## src/rtl/ptw_walker.sv

```systemverilog
module ptw_walker #(
  parameter int CTX_W = 16
) (
  input  logic             clk,
  input  logic             rst_n,
  input  logic             req_valid,
  input  logic [31:0]      req_vaddr,
  input  logic [CTX_W-1:0] req_ctx,
  input  logic             req_store,
  input  logic [27:0]      ctp,
  output logic             busy,
  output logic             rd_req,
  output logic [35:0]      rd_addr,
  input  logic             rd_valid,
  input  logic [31:0]      rd_data,
  output logic             wr_req,
  output logic [35:0]      wr_addr,
  output logic [31:0]      wr_data,
  input  logic             wr_ack,
  output logic             done,
  output logic             fault,
  output logic [1:0]       fault_code,
  output logic [1:0]       level,
  output logic [31:0]      fault_addr,
  output logic [31:0]      pte,
  output logic [35:0]      pa
);
  localparam logic [1:0] T_INV = 2'd0, T_PTD = 2'd1, T_PTE = 2'd2;
  localparam logic [1:0] FC_INV = 2'd1, FC_RSV = 2'd2, FC_BAD = 2'd3;

  typedef enum logic [2:0] {S_IDLE, S_CTX, S_L1, S_L2, S_L3, S_UPD, S_DONE} st_t;

  st_t              state, nxt_tbl;
  logic [31:0]      va;
  logic [CTX_W-1:0] ctx;
  logic             st;
  logic [27:0]      ctp_q;
  logic [35:0]      base, leaf_addr, cur_addr;
  logic             pend, fetch, need;
  logic [1:0]       cur_lvl, lvl_q, fcode_q;
  logic [31:0]      pte_q;
  logic             fault_q;

  always_comb begin
    cur_addr = '0;
    cur_lvl  = 2'd0;
    nxt_tbl  = S_DONE;
    case (state)
      S_CTX: begin cur_addr = {ctp_q, 8'h00} + 36'({ctx, 2'b00});  cur_lvl = 2'd0; nxt_tbl = S_L1; end
      S_L1:  begin cur_addr = base + 36'({va[31:24], 2'b00});      cur_lvl = 2'd1; nxt_tbl = S_L2; end
      S_L2:  begin cur_addr = base + 36'({va[23:18], 2'b00});      cur_lvl = 2'd2; nxt_tbl = S_L3; end
      S_L3:  begin cur_addr = base + 36'({va[17:12], 2'b00});      cur_lvl = 2'd3; nxt_tbl = S_DONE; end
      default: ;
    endcase
  end

  assign fetch   = (state == S_CTX) || (state == S_L1) || (state == S_L2) || (state == S_L3);
  assign rd_req  = fetch && !pend;
  assign rd_addr = cur_addr;
  assign need    = !pte_q[5] || (st && !pte_q[6]);
  assign wr_req  = (state == S_UPD) && need;
  assign wr_addr = leaf_addr;
  assign wr_data = pte_q | 32'h20 | (st ? 32'h40 : 32'h0);
  assign busy    = state != S_IDLE;
  assign done    = state == S_DONE;

  always_ff @(posedge clk or negedge rst_n) begin
    if (!rst_n) begin
      state     <= S_IDLE;
      va        <= '0;
      ctx       <= '0;
      st        <= 1'b0;
      ctp_q     <= '0;
      base      <= '0;
      leaf_addr <= '0;
      pend      <= 1'b0;
      pte_q     <= '0;
      lvl_q     <= '0;
      fault_q   <= 1'b0;
      fcode_q   <= '0;
    end else begin
      case (state)
        S_IDLE: if (req_valid) begin
          va      <= req_vaddr;
          ctx     <= req_ctx;
          st      <= req_store;
          ctp_q   <= ctp;
          fault_q <= 1'b0;
          fcode_q <= '0;
          lvl_q   <= '0;
          pte_q   <= '0;
          state   <= S_CTX;
        end
        S_CTX, S_L1, S_L2, S_L3: begin
          if (rd_req) pend <= 1'b1;
          if (pend && rd_valid) begin
            pend  <= 1'b0;
            lvl_q <= cur_lvl;
            case (rd_data[1:0])
              T_INV: begin fault_q <= 1'b1; fcode_q <= FC_INV; state <= S_DONE; end
              T_PTD: begin
                if (cur_lvl == 2'd3) begin
                  fault_q <= 1'b1; fcode_q <= FC_BAD; state <= S_DONE;
                end else begin
                  base  <= {rd_data[31:4], 8'h00};
                  state <= nxt_tbl;
                end
              end
              T_PTE: begin
                if (cur_lvl == 2'd0) begin
                  fault_q <= 1'b1; fcode_q <= FC_BAD; state <= S_DONE;
                end else begin
                  pte_q     <= rd_data;
                  leaf_addr <= cur_addr;
                  state     <= S_UPD;
                end
              end
              default: begin fault_q <= 1'b1; fcode_q <= FC_RSV; state <= S_DONE; end
            endcase
          end
        end
        S_UPD: if (!need || wr_ack) begin
          pte_q <= wr_data;
          state <= S_DONE;
        end
        default: state <= S_IDLE;
      endcase
    end
  end

  assign fault      = fault_q;
  assign fault_code = fcode_q;
  assign level      = lvl_q;
  assign fault_addr = va;
  assign pte        = pte_q;

  always_comb begin
    case (lvl_q)
      2'd1:    pa = {pte_q[31:20], va[23:0]};
      2'd2:    pa = {pte_q[31:14], va[17:0]};
      default: pa = {pte_q[31:8], va[11:0]};
    endcase
  end
endmodule

```

## config.mk

```make
export PLATFORM = sky130hd
export DESIGN_NAME = ptw_walker
export DESIGN_NICKNAME = d
export VERILOG_FILES = /design/src/rtl/ptw_walker.sv
export SDC_FILE = /design/constraint.sdc
export NUM_CORES = 1
export LEC_CHECK = 0
export BUFFER_PORTS_ARGS = -buffer_cell sky130_fd_sc_hd__buf_2
export CORE_MARGIN = 5
export CORE_UTILIZATION = 47
export DETAILED_ROUTE_END_ITERATION = 16
export PLACE_DENSITY = 0.74
export SETUP_SLACK_MARGIN = 0.02
export SLEW_MARGIN = 20
export SYNTH_ARGS = -nofsm -noshare
export SYNTH_HDL_FRONTEND = slang
export SYNTH_SLANG_ARGS = --single-unit
```

## constraint.sdc

```tcl
create_clock -name clk -period 2.6 [get_ports clk]
set_input_delay 0.26 -clock clk [delete_from_list [all_inputs] [get_ports clk]]
set_output_delay 0.26 -clock clk [all_outputs]
set_load 0.02 [all_outputs]
```

Word level (Yosys, flattened, before mapping)
Cells that the tools add are included.

Add/sub/neg operators: 4. Reduce and logical (&&, ||, !) cells: 29. Multiplexer cells: 34. Equal/unequal tests: 18. Bitwise logic cells: 3.

Operators with widths (number): 2-to-1 mux 32 bit (5); case mux 36 bit (4 select lines) (1); case mux 32 bit (3 select lines) (1); adder 36 x 8 -> 36 bit (2); case mux 24 bit (2 select lines) (1); adder 36 x 10 -> 36 bit (1); adder 36 x 18 -> 36 bit (1); OR 32 x 7 -> 32 bit (1); case mux 3 bit (3 select lines) (2); 2-to-1 mux 2 bit (6); 2-to-1 mux 3 bit (4); case mux 2 bit (3 select lines) (2); == test 3 bit (second input constant) (3); != test 2 bit (second input constant) (4); case mux 2 bit (2 select lines) (2); AND reduction 4 bit (2); 2-to-1 mux 7 bit (1); == test 2 bit (second input constant) (3); == test 3 x 2 -> 1 bit (second input constant) (2); 2-to-1 mux 1 bit (6); != test 3 bit (second input constant) (2); case mux 3 bit (2 select lines) (1); AND reduction 3 bit (2); AND reduction 6 bit (1); other kinds (15) (32).

Register bits after elaboration: 182. Input bits: 114.

Depth between registers and ports, before layout
Gate-level depths: netlist (run 1).

Depth in word-level cells: 7. Depth in mapped cells: 10. Gate-level depth less buffers: 9.

Worst setup path before layout (run 1)
OpenSTA, ideal clock, no wires.

Path type: reg2out. From: register va[30], in the netlist fault_addr[30]. To: output port rd_addr[32]. Data arrival time: 2.598 ns. Path buffers: 1. Slack: -0.258 ns. Stages on the path, launching flop included: 11. Cell sequence: dfrtp_1 > ha_1 > inv_1 > fa_1 > and4b_1 > and4_1 > clkbuf_1 > nand3_1 > xnor2_1 > a211oi_1 > o21ai_0.

Word-level cells in the longest chain between the ends: 2.

RTL lines: start, declared (RTL line 34) `logic [31:0] va;`; start signal, assigned (RTL line 84) `va <= req_vaddr;`; adder 36 x 10 -> 36 bit (RTL line 50) `S_L1: begin cur_addr = base + 36'({va[31:24], 2'b00}); cur_lvl = 2'd1; nxt_tbl = S_L2; end`; case mux 36 bit (4 select lines) (RTL line 48) `case (state)`; end, declared (RTL line 13) `output logic [35:0] rd_addr,`.

Every way passes these cells.

Worst setup path after layout (run 1)
From: register base[8]. To: output port rd_addr[24].

Word-level cells in the longest chain between the ends: 2. Elaborated cells between the ends (all ways): 4. Classes of those cells: add/sub: 3; mux: 1.

RTL lines: start, declared (RTL line 38) `logic [35:0] base, leaf_addr, cur_addr;`; start signal, assigned (RTL line 105) `base <= {rd_data[31:4], 8'h00};`; adder 36 x 8 -> 36 bit, or another cell as far along (RTL line 52) `S_L3: begin cur_addr = base + 36'({va[17:12], 2'b00}); cur_lvl = 2'd3; nxt_tbl = S_DONE; end`; case mux 36 bit (4 select lines) * (RTL line 48).

Every way passes the cells marked *; elsewhere a longest branch is shown, timed or not.

==> reports/qor.txt, run 1 <==
largest net degree at the start of global routing - 67
final core utilization - 0.624
EDFF count, synth - 0
die area - 0.0246 mm^2
chip width - 157 um
hpwl dp - 23,000 um
Register Area - 0.00451 mm^2
sequential fraction of the synthesis area - 0.445
Routed WL - 31,600 um
synthesized area - 0.0101 mm^2
clock skew - 0.0115 ns
critical path arrival - 2.83 ns
WS Path Type - flop to output port
first-pass GRT wire length - 48,400 um
flops & latches, synth - 180
clock root buffer - clkbuf_16
dominant synthesized flop cell - dfrtp_1
routed vias/inst - 5.60
Setup crit end kind - output port
RSZ-0062 raised after global routing - true
H-tree Lvls - 4
I/O pin count - 327
worst skew pair latency - 0.43 ns
period utilization - 1.19
die height - 157 um
Residual DRC - 0
Num Clock Sinks - 180
Final Hold Fails - 0
TritonCTS Buffers - 17
Max-Cap Viols - 0
Mapped Avg Cell Area - 9.83 um^2
vias in the first global route - 8,924
power density over the cells - 1530 mW/mm^2
Synth async-reset ratio - 1.00
Final Max Slew Viols - 0
area of the core - 0.0212 mm^2
static leakage - 0.00621 uW
WL/cell - 19.4 um
Pwr Total - 20,100 uW
GRT overflow - 0
failing checks - negative setup slack
Worst Setup Slack, final - -0.486 ns
Initial Util - 0.479
status - finished with violations
Cell Area, Placed - 0.0119 mm^2
Fin Setup TNS - -6.62 ns
synth warn - 0
maximum clock frequency - 324 MHz
post-layout minimum cycle time - 3.09 ns
Design Area, Final - 0.0132 mm^2
nets@finish - 1,474
P&R area growth vs syn - 30.3%
Worst Hold Class - input pin to flop
post-synth cell types - 73
most frequent cells in the layout - buf_2, dfrtp_1, nand2_1
commonest non-fill, non-tap cell in the layout - buf_2
Routed Antenna Nets - 0
final setup vio count - 23
Multi-input gate area - 0.00531 mm^2
Iteration-0 DRC Markers - 684
worst vdd ir - 789 uV
hold depth - 3
row count - 53
total number of vias - 9,120
worst r2r path cells - 11
Req. time, crit path - 2.34 ns
Clock Tree Buf Depth - 2
Total Routing Usage GR - 0.247
I/O Buffers - 321
initial antenna violation count - 3
GP Congestion - 0.935
First-pass DRT Iterations - 5
CP max FO - 3
clock-pin slew on the worst setup and hold paths - 0.07 ns
# fillers - 1,750
share of cells above drive strength 1 - 0.476
Post-Syn Instances - 1,030
CTS tree - done
nature of the critical path startpoint - flop
-- state kept, by name, indices dropped and copies added (netlist names) --
register / count
ctp_q: 28
fault_code: 2
fault: 1
pte: 32
state: 3
wr_addr: 34
base: 28
st: 1
level: 2
ctx: 16
fault_addr: 32
pend: 1
-- final timing paths --
path / slack [ns] / end / from
setup / recovery: -0.49 / rd_addr[24] / base[8]$_DFFE_PN0P_
setup reg to reg: 0.08 / wr_addr[18]$_DFFE_PN0P_ / base[8]$_DFFE_PN0P_
min in group asynchronous: 0.35 / pte[22]$_DFFE_PN0P_ / rst_n
max in group asynchronous: 1.53 / wr_addr[7]$_DFFE_PN0P_ / rst_n
hold / removal: 0.03 / ctp_q[20]$_DFFE_PN0P_ / ctp[20]
hold reg to reg: 0.49 / fault_code[1]$_DFFE_PN0P_ / fault_code[1]$_DFFE_PN0P_
-- where the power goes --
part           switching, uW  internal, uW  total (uW)
sequential              1460          4130        5590
clock                   1140          1440        2580
combinational           7010          4960       12000
total                   9610         10500       20100
-- area by class of cell --
cell class / count / share of cell area
Antenna cell: 1 / 0.000190
Clock inverter: 12 / 0.00976
Timing Repair Buffer: 402 / 0.180
Multi-Input combinational cell: 715 / 0.402
Sequential cell: 180 / 0.341
Inverter: 24 / 0.00682
Clock buffer: 19 / 0.0335
Tap cell: 275 / 0.0261
-- cell families after synthesis --
| logic type | after synthesis | synth area share |
|---|---|---|
| adders and majority gates | 20 | 0.0262 |
| and+or+nand+nor | 312 | 0.147 |
| DFF | 180 | 0.445 |
| other | 2 | 0.000741 |
| muxes | 118 | 0.131 |
| xor gates and xnor gates | 22 | 0.0190 |
| buffers and inverters | 139 | 0.0816 |
| AOI/OAI and AO/OA | 237 | 0.150 |
-- critical path, stage by stage, from the launching register on --
cell	delay, ns
dfrtp_1	0.40
ha_4	0.16
inv_2	0.04
fa_2	0.34
and4b_2	0.32
nand4_1	0.16
buf_4	0.20
or4_1	0.41
o21ai_2	0.08
nor2_2	0.07
o21ai_2	0.07
buf_6	0.14
-- timing repair --
item / CTS / global route
pin swaps: 23 / 17
resized for setup: 88 / 34
endpoints found under the hold margin: 51 / 0
hold buffers: 1 / 0
gates cloned: 2 / 0
buffers inserted: 19 / 6
setup endpoints to repair: 33 / 28
-- synthesized netlist by cell type (6+ instances only) --
| cell | count | area [um^2] |
|---|---|---|
| buf_4 | 69 | 518 |
| a22o_1 | 13 | 114 |
| nand3_1 | 26 | 130 |
| o21ai_0 | 93 | 465 |
| ha_1 | 18 | 225 |
| nand2_1 | 138 | 518 |
| buf_2 | 19 | 95.1 |
| a21o_1 | 6 | 45.0 |
| o211ai_1 | 6 | 45.0 |
| a21oi_1 | 58 | 290 |
| and3_1 | 9 | 56.3 |
| inv_1 | 23 | 86.3 |
| nand4_1 | 11 | 68.8 |
| clkbuf_1 | 23 | 86.3 |
| nor2_1 | 52 | 195 |
| dfrtp_1 | 180 | 4500 |
| nand2b_1 | 10 | 62.6 |
| mux2_2 | 114 | 1280 |
| nor3_1 | 16 | 80.1 |
| xnor2_1 | 19 | 166 |
| a221o_1 | 7 | 70.1 |
| o21a_1 | 6 | 45.0 |
| and4_1 | 6 | 52.6 |
-- routing by layer --
| metal | global-route usage | share of wire |
|---|---|---|
| met5 | 0 | 0.00060 |
| met4 | 0.0860 | 0.032 |
| met3 | 0.0581 | 0.079 |
| met2 | 0.417 | 0.50 |
| met1 | 0.313 | 0.39 |
-- through the flow --
step	hold slack (ns)	instances	setup WS, ns
2_1_floorplan	-0.0356	1033	0.00551
3_3_place_gp	0.245	1569	-0.0737
3_5_place_dp	0.245	1569	-0.117
4_1_cts	0.0170	1621	-0.491
5_1_grt	0.0383	1628	-0.600
6_report	0.0348	1628	-0.486
(Power assumes the default switching activity.)
==> run 2: changes to the inputs <==
Settings changed: CORE_ASPECT_RATIO from default to 1.1.
==> run 2 against run 1 <==
  * The flow still finishes with violations (negative setup slack)
  * Clock power down 5%
  * Design area down 0.17%
  * Global-route usage up 0.15 points
  * Total power down 1.2%
  * First-iteration DRC count down 23%
  * Combinational power about the same
  * Setup slack better by 0.033 ns
  * Via count down 1.6%
  * Critical path depth down 1
  * Die area about the same
  * Wire length down 1.5%
  * Cell count up 0.74%
  * Critical endpoint unchanged
==> reports/qor.txt, run 2 (synthesized netlist as in run 1, its figures left out) <==
status - finished with violations
failing checks - negative setup slack
Buf+Inv Stages, Crit Path - 2
worst r2r path cells - 12
DP Cell Count - 1,584
first-pass GRT wire length - 48,200 um
r2r endpoint - wr_addr[18]$_DFFE_PN0P_
P&R area growth vs syn - 30.1%
I/O pin count - 327
I/O Buffers - 321
Residual DRC - 0
hold endpoint - ctx[7]$_DFFE_PN0P_
FF-to-FF Start - base[8]$_DFFE_PN0P_
CP Cell Sequence - ha_4 > inv_2 > fa_2 > and4b_1 > nand4_1 > or4_1 > and3_4 > nor2_4 > o21ai_2 > buf_6
die area - 0.0246 mm^2
commonest non-fill, non-tap cell in the layout - buf_2
number of flip-flops under the largest register name - 34
Final Max Slew Viols - 0
Num Clock Sinks - 180
Fin Setup TNS - -5.98 ns
First-pass DRT Iterations - 4
die height - 164 um
Setup crit end kind - output port
reg-to-reg slack, setup - -0.03 ns
post-layout minimum cycle time - 3.05 ns
WL/cell - 19.0 um
period utilization - 1.17
clock skew - 0.00927 ns
Min Hold Slack - 0.0418 ns
vias in the first global route - 8,842
Worst Setup Slack, final - -0.454 ns
worst vdd ir - 759 uV
final core utilization - 0.619
Clock Tree Buf Depth - 2
H-tree Lvls - 4
CP max FO - 4
RSZ-0062 raised after global routing - true
chip width - 150 um
Non-Filler Instances - 1,640
hpwl dp - 22,900 um
share of cells above drive strength 1 - 0.472
most frequent cells in the layout - buf_2, dfrtp_1, nand2_1
Routed WL - 31,100 um
Final Hold Fails - 0
Initial Util - 0.476
hold wc startpoint - req_ctx[7]
total number of vias - 8,978
Req. time, crit path - 2.34 ns
Critical Path Source - base[8]$_DFFE_PN0P_
CP top delay family - simple AND/OR/NAND/NOR gates
worst skew pair latency - 0.43 ns
Slew Limit Headroom - 0.595
initial antenna violation count - 0
critical path arrival - 2.79 ns
clock root buffer - clkbuf_16
maximum clock frequency - 327 MHz
Total Routing Usage GR - 0.249
row count - 56
routed vias/inst - 5.47
GP Congestion - 0.921
nature of the critical path startpoint - flop
CP max-delay cell - or4_1
Iteration-0 DRC Markers - 526
TritonCTS Buffers - 17
GRT overflow - 0
final setup vio count - 23
power density over the cells - 1510 mW/mm^2
hold depth - 3
clock-pin slew on the worst setup and hold paths - 0.06 ns
diodes inserted - 0
static leakage - 0.00619 uW
nets@finish - 1,471
area of the core - 0.0213 mm^2
critical path's largest stage delay - 0.45 ns
Max-Cap Viols - 0
Worst-Margin Slew - 0.607 ns
CTS tree - done
largest net degree at the start of global routing - 85
Routed Antenna Nets - 0
WS Path Type - flop to output port
Worst Hold Class - input pin to flop
run 2: changes by cell type in the layout (fill, tap and decap cells not counted), moves of 3 or more:
cell	previous run	this run
dfrtp_1	178	175
dfrtp_2	2	5
and3_1	9	6
buf_4	74	63
clkinv_4	0	3
and3_4	0	3
buf_6	15	20
run 2: stage by stage:
| step | instance area, um^2 | worst slack, ns | power (uW) |
|---|---|---|---|
| after global placement | 11900 | -0.130 | 15900 |
| after CTS | 13000 | -0.573 | 19500 |
| final | 13200 | -0.454 | 19900 |
| after global routing | 13200 | -0.617 | 21200 |
| after floorplan | 10200 | 0.00551 | 12700 |
| after detailed placement | 11900 | -0.167 | 16100 |
run 2: worst max path at each step:
| stage | end | slack, ns | depth (start not counted) |
|---|---|---|---|
| detailed placement | rd_addr[34] | -0.17 | 10 |
| global placement | rd_addr[24] | -0.13 | 10 |
| finish | rd_addr[24] | -0.45 | 10 |
| floorplan | rd_addr[32] | 0.006 | 10 |
| global route | rd_addr[24] | -0.62 | 10 |
| CTS | rd_addr[24] | -0.57 | 10 |
run 2: metal layers:
layer	global-route usage	wire, um	up-vias
li1	-	-	4225
met1	0.332	13200	4351
met2	0.412	15200	356
met3	0.0505	2150	46
met4	0.0736	614	0
met5	0	0	-
run 2: layout make-up:
cell class,instances,area (um^2)
Fill cell,1807,8120
Multi-Input combinational cell,714,5270
Sequential cell,180,4510
Timing Repair Buffer,400,2400
Clock buffer,20,447
Tap cell,290,363
Clock inverter,12,95.1
Inverter,24,90.1
run 2: power breakdown:
part / internal (uW) / switching (uW)
combinational: 4970 / 6870
clock: 1270 / 1170
sequential: 4130 / 1480
total: 10400 / 9520
run 2: what timing repair did:
item                       in CTS  in global routing
pin swaps                      31                 21
setup endpoints to repair      31                 32
hold endpoints to repair       24                  0
buffers inserted               12                 13
hold buffers                    1                  0
gates resized for setup        92                 37
run 2: worst reg2reg max path, delay by kind of cell, from the launching register on:
kind / cells / cell delay [ns]
adders and majority gates: 2 / 0.50
buffers and inverters: 4 / 0.45
DFF: 1 / 0.40
xor gates and xnor gates: 1 / 0.14
and+or+nand+nor: 2 / 0.38
muxes: 1 / 0.24
AOI/OAI and AO/OA: 2 / 0.41
